$ cat src/rtl/wtc_pkg.sv
package wtc_pkg;
  typedef enum logic [1:0] {
    BT_NONE = 2'd0,
    BT_READ = 2'd1,
    BT_WUPD = 2'd2,
    BT_WINV = 2'd3
  } bus_op_e;

  typedef enum logic [1:0] {
    S_IDLE = 2'd0,
    S_RD   = 2'd1,
    S_WR   = 2'd2,
    S_DONE = 2'd3
  } seq_state_e;
endpackage

$ cat src/rtl/wtc_line_store.sv
module wtc_line_store #(
  parameter int LINES  = 8,
  parameter int IDX_W  = 3,
  parameter int TAG_W  = 9,
  parameter int DATA_W = 32
) (
  input  logic              clk,
  input  logic              rst_n,
  input  logic [IDX_W-1:0]  rd_idx,
  output logic              rd_valid,
  output logic [TAG_W-1:0]  rd_tag,
  output logic [DATA_W-1:0] rd_data,
  input  logic              wr_en,
  input  logic [IDX_W-1:0]  wr_idx,
  input  logic [TAG_W-1:0]  wr_tag,
  input  logic [DATA_W-1:0] wr_data,
  input  logic              snp_en,
  input  logic              snp_inv,
  input  logic [IDX_W-1:0]  snp_idx,
  input  logic [TAG_W-1:0]  snp_tag,
  input  logic [DATA_W-1:0] snp_data
);
  logic              v_q [LINES];
  logic [TAG_W-1:0]  t_q [LINES];
  logic [DATA_W-1:0] d_q [LINES];

  assign rd_valid = v_q[rd_idx];
  assign rd_tag   = t_q[rd_idx];
  assign rd_data  = d_q[rd_idx];

  for (genvar i = 0; i < LINES; i++) begin : g_line
    logic              v_n;
    logic [TAG_W-1:0]  t_n;
    logic [DATA_W-1:0] d_n;
    logic              snp_hit;

    // local write first, then the snoop sees the updated line
    always_comb begin
      v_n = v_q[i];
      t_n = t_q[i];
      d_n = d_q[i];
      if (wr_en && wr_idx == IDX_W'(i)) begin
        v_n = 1'b1;
        t_n = wr_tag;
        d_n = wr_data;
      end
      snp_hit = snp_en && (snp_idx == IDX_W'(i)) && v_n && (t_n == snp_tag);
      if (snp_hit) begin
        if (snp_inv) v_n = 1'b0;
        else         d_n = snp_data;
      end
    end

    always_ff @(posedge clk) begin
      if (!rst_n) begin
        v_q[i] <= 1'b0;
        t_q[i] <= '0;
        d_q[i] <= '0;
      end else begin
        v_q[i] <= v_n;
        t_q[i] <= t_n;
        d_q[i] <= d_n;
      end
    end
  end
endmodule

$ cat src/rtl/wtc_seq.sv
module wtc_seq
  import wtc_pkg::*;
#(
  parameter int DATA_W = 32
) (
  input  logic              clk,
  input  logic              rst_n,
  input  logic              cpu_req,
  input  logic              cpu_we,
  input  logic              mode_inv,
  input  logic              lk_hit,
  input  logic [DATA_W-1:0] lk_data,
  input  logic              bus_ack,
  input  logic [DATA_W-1:0] bus_rd_data,
  output logic              ev_accept_wr,
  output logic              ev_fill,
  output logic              bus_req_valid,
  output bus_op_e           bus_req_type,
  output logic              cpu_ready,
  output logic [DATA_W-1:0] cpu_rdata
);
  seq_state_e        st_q;
  logic              inv_q;
  logic [DATA_W-1:0] rdata_q;

  assign ev_accept_wr  = (st_q == S_IDLE) && cpu_req && cpu_we;
  assign ev_fill       = (st_q == S_RD) && bus_ack;
  assign bus_req_valid = (st_q == S_RD) || (st_q == S_WR);
  assign cpu_ready     = (st_q == S_DONE);
  assign cpu_rdata     = rdata_q;

  always_comb begin
    bus_req_type = BT_NONE;
    if (st_q == S_RD)      bus_req_type = BT_READ;
    else if (st_q == S_WR) bus_req_type = inv_q ? BT_WINV : BT_WUPD;
  end

  always_ff @(posedge clk) begin
    if (!rst_n) begin
      st_q    <= S_IDLE;
      inv_q   <= 1'b0;
      rdata_q <= '0;
    end else begin
      case (st_q)
        S_IDLE: if (cpu_req) begin
          if (cpu_we) begin
            inv_q <= mode_inv;
            st_q  <= S_WR;
          end else if (lk_hit) begin
            rdata_q <= lk_data;
            st_q    <= S_DONE;
          end else begin
            st_q <= S_RD;
          end
        end
        S_RD: if (bus_ack) begin
          rdata_q <= bus_rd_data;
          st_q    <= S_DONE;
        end
        S_WR:    if (bus_ack) st_q <= S_DONE;
        default: st_q <= S_IDLE;
      endcase
    end
  end
endmodule

$ cat src/rtl/wtc_ctrl.sv
module wtc_ctrl
  import wtc_pkg::*;
#(
  parameter int ADDR_W = 12,
  parameter int DATA_W = 32,
  parameter int LINES  = 8,
  parameter int ID_W   = 2,
  parameter int MY_ID  = 1
) (
  input  logic              clk,
  input  logic              rst_n,
  input  logic              mode_inv,
  input  logic              cpu_req,
  input  logic              cpu_we,
  input  logic [ADDR_W-1:0] cpu_addr,
  input  logic [DATA_W-1:0] cpu_wdata,
  output logic [DATA_W-1:0] cpu_rdata,
  output logic              cpu_ready,
  output logic              bus_req_valid,
  output logic [1:0]        bus_req_type,
  output logic [ID_W-1:0]   bus_req_id,
  output logic [ADDR_W-1:0] bus_req_addr,
  output logic [DATA_W-1:0] bus_req_data,
  input  logic              bus_ack,
  input  logic [DATA_W-1:0] bus_rd_data,
  input  logic              snp_valid,
  input  logic [1:0]        snp_type,
  input  logic [ID_W-1:0]   snp_id,
  input  logic [ADDR_W-1:0] snp_addr,
  input  logic [DATA_W-1:0] snp_data
);
  localparam int IDX_W = $clog2(LINES);
  localparam int TAG_W = ADDR_W - IDX_W;

  function automatic logic [IDX_W-1:0] addr_idx(input logic [ADDR_W-1:0] a);
    return a[IDX_W-1:0];
  endfunction

  function automatic logic [TAG_W-1:0] addr_tag(input logic [ADDR_W-1:0] a);
    return a[ADDR_W-1:IDX_W];
  endfunction

  logic              lk_valid;
  logic [TAG_W-1:0]  lk_tag;
  logic [DATA_W-1:0] lk_data;
  logic              lk_hit;
  logic              ev_accept_wr;
  logic              ev_fill;
  logic              ev_wr_hit;
  logic              line_wr_en;
  logic [DATA_W-1:0] line_wr_data;
  logic              snp_foreign;
  logic              snp_en;
  logic              snp_inv;
  bus_op_e           req_type;

  assign lk_hit       = lk_valid && (lk_tag == addr_tag(cpu_addr));
  assign ev_wr_hit    = ev_accept_wr && lk_hit;
  assign line_wr_en   = ev_fill || ev_wr_hit;
  assign line_wr_data = ev_fill ? bus_rd_data : cpu_wdata;

  assign snp_foreign = snp_valid && (snp_id != ID_W'(MY_ID));
  assign snp_en      = snp_foreign && (snp_type == BT_WUPD || snp_type == BT_WINV);
  assign snp_inv     = (snp_type == BT_WINV);

  assign bus_req_type = req_type;
  assign bus_req_id   = ID_W'(MY_ID);
  assign bus_req_addr = cpu_addr;
  assign bus_req_data = cpu_wdata;

  wtc_line_store #(
    .LINES(LINES), .IDX_W(IDX_W), .TAG_W(TAG_W), .DATA_W(DATA_W)
  ) u_store (
    .clk      (clk),
    .rst_n    (rst_n),
    .rd_idx   (addr_idx(cpu_addr)),
    .rd_valid (lk_valid),
    .rd_tag   (lk_tag),
    .rd_data  (lk_data),
    .wr_en    (line_wr_en),
    .wr_idx   (addr_idx(cpu_addr)),
    .wr_tag   (addr_tag(cpu_addr)),
    .wr_data  (line_wr_data),
    .snp_en   (snp_en),
    .snp_inv  (snp_inv),
    .snp_idx  (addr_idx(snp_addr)),
    .snp_tag  (addr_tag(snp_addr)),
    .snp_data (snp_data)
  );

  wtc_seq #(.DATA_W(DATA_W)) u_seq (
    .clk           (clk),
    .rst_n         (rst_n),
    .cpu_req       (cpu_req),
    .cpu_we        (cpu_we),
    .mode_inv      (mode_inv),
    .lk_hit        (lk_hit),
    .lk_data       (lk_data),
    .bus_ack       (bus_ack),
    .bus_rd_data   (bus_rd_data),
    .ev_accept_wr  (ev_accept_wr),
    .ev_fill       (ev_fill),
    .bus_req_valid (bus_req_valid),
    .bus_req_type  (req_type),
    .cpu_ready     (cpu_ready),
    .cpu_rdata     (cpu_rdata)
  );
endmodule

$ cat config.mk
export PLATFORM = sky130hd
export DESIGN_NAME = wtc_ctrl
export DESIGN_NICKNAME = d
export VERILOG_FILES = /design/src/rtl/wtc_pkg.sv /design/src/rtl/wtc_line_store.sv /design/src/rtl/wtc_seq.sv /design/src/rtl/wtc_ctrl.sv
export SDC_FILE = /design/constraint.sdc
export NUM_CORES = 1
export LEC_CHECK = 0
export ABC_CLOCK_PERIOD_IN_PS = 3650
export BUFFER_PORTS_ARGS = -buffer_cell sky130_fd_sc_hd__clkbuf_2
export CAP_MARGIN = 20
export CORE_MARGIN = 5
export CORE_UTILIZATION = 40
export CTS_BUF_LIST = sky130_fd_sc_hd__clkbuf_4
export CTS_CLUSTER_DIAMETER = 100
export DETAILED_ROUTE_END_ITERATION = 10
export PLACE_DENSITY_LB_ADDON = 0.2
export SLEW_MARGIN = 20
export SYNTH_ARGS = -nofsm -noshare
export SYNTH_HDL_FRONTEND = slang
export SYNTH_SLANG_ARGS = --single-unit
$ cat constraint.sdc
create_clock -name clk -period 3.65 [get_ports clk]
set_input_delay 0 -clock clk [delete_from_list [all_inputs] [get_ports clk]]
set_output_delay 0 -clock clk [all_outputs]
set_load 0.02 [all_outputs]
==> results.sh <==
export IMPL_outcome="finished, final reports clean"
export IMPL_irDropWorstVdd_v=0.000328
export IMPL_yosys_area_share_adder_pct=0.290
export IMPL_drv_cap=0
export IMPL_leakage_nw=12.1
export IMPL_setup_viol=0
export IMPL_synth_main_ff_cell="dfxtp_1"
export IMPL_numCtsBuffers=106
export IMPL_slowest_stage="dfxtp_1"
export IMPL_synth_top_area_share_pct=34.4
export IMPL_gp_congestion=0.953
export IMPL_clkTransAtPathRegs_ns=0.07
export IMPL_synth_area_mux_share_pct=25.5
export IMPL_relSlewSlack_pct=39.0
export IMPL_io_pins=213
export IMPL_worstSkewPairLatency_ns=0.87
export IMPL_fp_dieW_um=242
export IMPL_rows=85
export IMPL_fin_ws_ns=0.0593
export IMPL_grt_max_degree=130
export IMPL_tightest_slew_ns=0.915
export IMPL_wire_per_inst_um=22.5
export IMPL_syn_num_nets=2621
export IMPL_dp_cells=3293
export IMPL_yosysWarningCount=0
export IMPL_die_area_mm2=0.0588
export IMPL_wl_um=82700
export IMPL_synth_seq_cells=371
export IMPL_start_util_pct=40.2
export IMPL_drtPass1Iterations=5
export IMPL_viasPerCell=5.61
export IMPL_synth_top_family_by_area="multiplexers"
export IMPL_cts_root_buffer="clkbuf_4"
export IMPL_cp_start_kind="flop"
export IMPL_synth_compound_area_share_pct=13.4
export IMPL_fp_coreArea_mm2=0.0537
export IMPL_arrival_ns=4.23
export IMPL_cpMostUsedCell="buf_4"
export IMPL_fill_cells=5033
export IMPL_synth_xor_xnor_area_share_pct=1.86
export IMPL_clk_path_buf_depth=3
export IMPL_register_area_mm2=0.00744
export IMPL_cts_tree="yes"
export IMPL_antenna_found_initial=4
export IMPL_slowest_delay_ns=0.33
export IMPL_grt_total_usage_pct=26.7
export IMPL_drt_iter0_drc=1772
export IMPL_hold_slack_ns=0.0857
export IMPL_hold_class="input pin to flop"
export IMPL_h_tree_depth=3
export IMPL_hpwl_um=51400
export IMPL_multi_input_area_mm2=0.0131
export IMPL_synth_area_leaders="dfxtp_1 (34%), mux2i_1 (17%), nand2_1 (8.3%), mux4_2 (6.9%), o21ai_0 (4.1%)"
export IMPL_ys_types=74
export IMPL_grt_pass1_wl_um=124000
export IMPL_pre_cts_slack_ns=-0.167
export IMPL_period_needed_ns=3.59
export IMPL_grt_pass1_vias=20723
export IMPL_hold_viol=0
export IMPL_port_buffers=210
export IMPL_synth_top_cell_by_area="dfxtp_1"
export IMPL_syn_area_per_cell_um2=8.70
export IMPL_stdcell_count=3681
export IMPL_critPathKind="flop to flop"
export IMPL_critical_path_top_delay_family="simple AND/OR/NAND/NOR gates"
export IMPL_drcViolationCount=0
export IMPL_ff2ff_setup_slack_ns=0.06
export IMPL_maxSlewViolCount=0
export IMPL_fp_dieH_um=242
export IMPL_fin_skew_ns=0.115
export IMPL_endpoint_kind="flop"
export IMPL_synth_edf_count=0
export IMPL_cp_buffers_inverters=5
export IMPL_cp_required_ns=4.29
export IMPL_vias=20640
export IMPL_powerDensity_mw_per_mm2=375
export IMPL_synthMostInstantiatedCell="nand2_1"
export IMPL_drtAntennaViolNets=0
export IMPL_timing_fmax_mhz=278
export IMPL_yosysSeqAreaShare_pct=34.4
export IMPL_synthSimpleGateAreaFrac_pct=18.3
export IMPL_syn_instance_count=2485
export IMPL_finalCritPeriodShare_pct=98.4
export IMPL_drive_gt1_share_pct=23.0
export IMPL_syn_to_final_growth_pct=26.9
export IMPL_rsz0062_at_grt="yes"
export IMPL_clkSinkCount=371
export IMPL_worst_path_max_fanout=16
export IMPL_overflow=0
export IMPL_synthTopCellsByCount="nand2_1 (475), mux2i_1 (376), dfxtp_1 (371)"
export IMPL_async_reset_ff_share_pct=0
export IMPL_path_cells="mux2_2 -> o22ai_2 -> or3_1 -> o211ai_1 -> nor4_4 -> buf_6 -> and3_4 -> buf_4 -> o21ai_4 -> buf_4 -> mux2i_1 -> nor4_1 -> nand4_1 -> buf_4 -> buf_12 -> mux2i_1"
export IMPL_synthesis_area_mm2=0.0216
export IMPL_final_nets=3042
==> metal layers <==
| metal | vias to the layer above | share of wire [%] | global-route usage (%) |
|---|---|---|---|
| li1 | 9626 | - | - |
| met5 | - | 0.016 | 0 |
| met4 | 2 | 2.8 | 9.77 |
| met2 | 816 | 46 | 42.6 |
| met1 | 10026 | 44 | 35.6 |
| met3 | 170 | 7.3 | 5.81 |
==> worst min-delay path: stages <==
cell and delay (ns):
dlygate4sd3_1 0.52, clkbuf_2 0.11, a21oi_1 0.06, o21ai_0 0.12, and2_1 0.11
==> power breakdown <==
group | internal, mW | switching (mW) | total [mW]
logic | 0.780 | 1.26 | 2.04
clock network | 2.08 | 1.90 | 3.98
registers | 4.18 | 0.0888 | 4.27
==> sequential cells by signal, summed over array words and instances, names as in the netlist <==
signal,count
u_seq.cpu_rdata,32
u_seq.inv_q,1
u_seq.st_q,2
u_store.d_q,256
u_store.t_q,72
u_store.v_q,8
==> placed cells by master, fill, tap and decap left out, types with 5 or more instances in the layout <==
cell / n
o221ai_1: 7
a21oi_1: 83
nor3_1: 11
mux2_1: 7
clkbuf_2: 207
buf_6: 6
nand4_1: 23
nor2b_1: 117
mux4_2: 66
nand3_1: 12
inv_1: 27
nand2b_1: 19
o22ai_2: 8
mux2_2: 12
dfxtp_1: 361
a21boi_0: 29
clkinv_1: 22
clkbuf_4: 156
mux2i_1: 373
dlygate4sd3_1: 179
o21ai_0: 178
o22ai_1: 5
nor4_1: 12
buf_4: 139
xor2_1: 23
xnor2_1: 21
o211ai_1: 104
and2_1: 39
dfxtp_2: 8
and3_1: 9
nor2_1: 104
nand2_1: 474
or3_1: 6
buf_12: 21
==> stage by stage <==
step,TNS [ns],power (mW),cell area (um2),util [%]
after floorplan,0,5.46,21600,-
after global routing,-0.581,10.8,27400,51.0
after CTS,0,10.4,27100,50.4
after global placement,-7.75,6.12,23800,44.2
after detailed placement,-12.79,6.15,23800,44.2
final,0,10.3,27400,51.1
==> cells by family (layout without fill, tap and decap cells) <==
kind of cell / Yosys count / in the layout
DFF: 371 / 371
buffers and inverters: 276 / 771
xor gates and xnor gates: 46 / 46
AOI/OAI and AO/OA: 465 / 466
and+or+nand+nor: 856 / 856
adders and majority gates: 5 / 5
other: 2 / 6
muxes: 464 / 464
==> final cells by class <==
cell class / count / share of cell area, %
Multi-Input combinational cell: 1839 / 47.9
Sequential cell: 371 / 27.2
Timing Repair Buffer: 559 / 16.5
Clock buffer: 156 / 4.27
Tap cell: 696 / 3.18
Clock inverter: 27 / 0.602
Inverter: 29 / 0.397
Antenna cell: 4 / 0.0365
==> final timing paths <==
kind / from / end / depth (start not counted)
setup / recovery: u_store.t_q[1][2]$_SDFF_PN0_ / u_store.d_q[2][28]$_SDFF_PN0_ / 16
hold / removal: bus_rd_data[4] / u_seq.cpu_rdata[4]$_SDFFE_PN0P_ / 5
setup reg to reg: u_store.t_q[1][2]$_SDFF_PN0_ / u_store.d_q[2][28]$_SDFF_PN0_ / 16
hold reg to reg: u_store.t_q[1][8]$_SDFF_PN0_ / u_store.t_q[1][8]$_SDFF_PN0_ / 2
==> repair_timing <==
item	CTS	global route
setup endpoints to repair	20	209
hold buffers	179	0
endpoints found under the hold margin	371	0
resized for setup	9	46
buffers inserted	6	10
pin swaps	6	17
cloned	2	4
No activity file was read; power rests on OpenSTA's default activity.
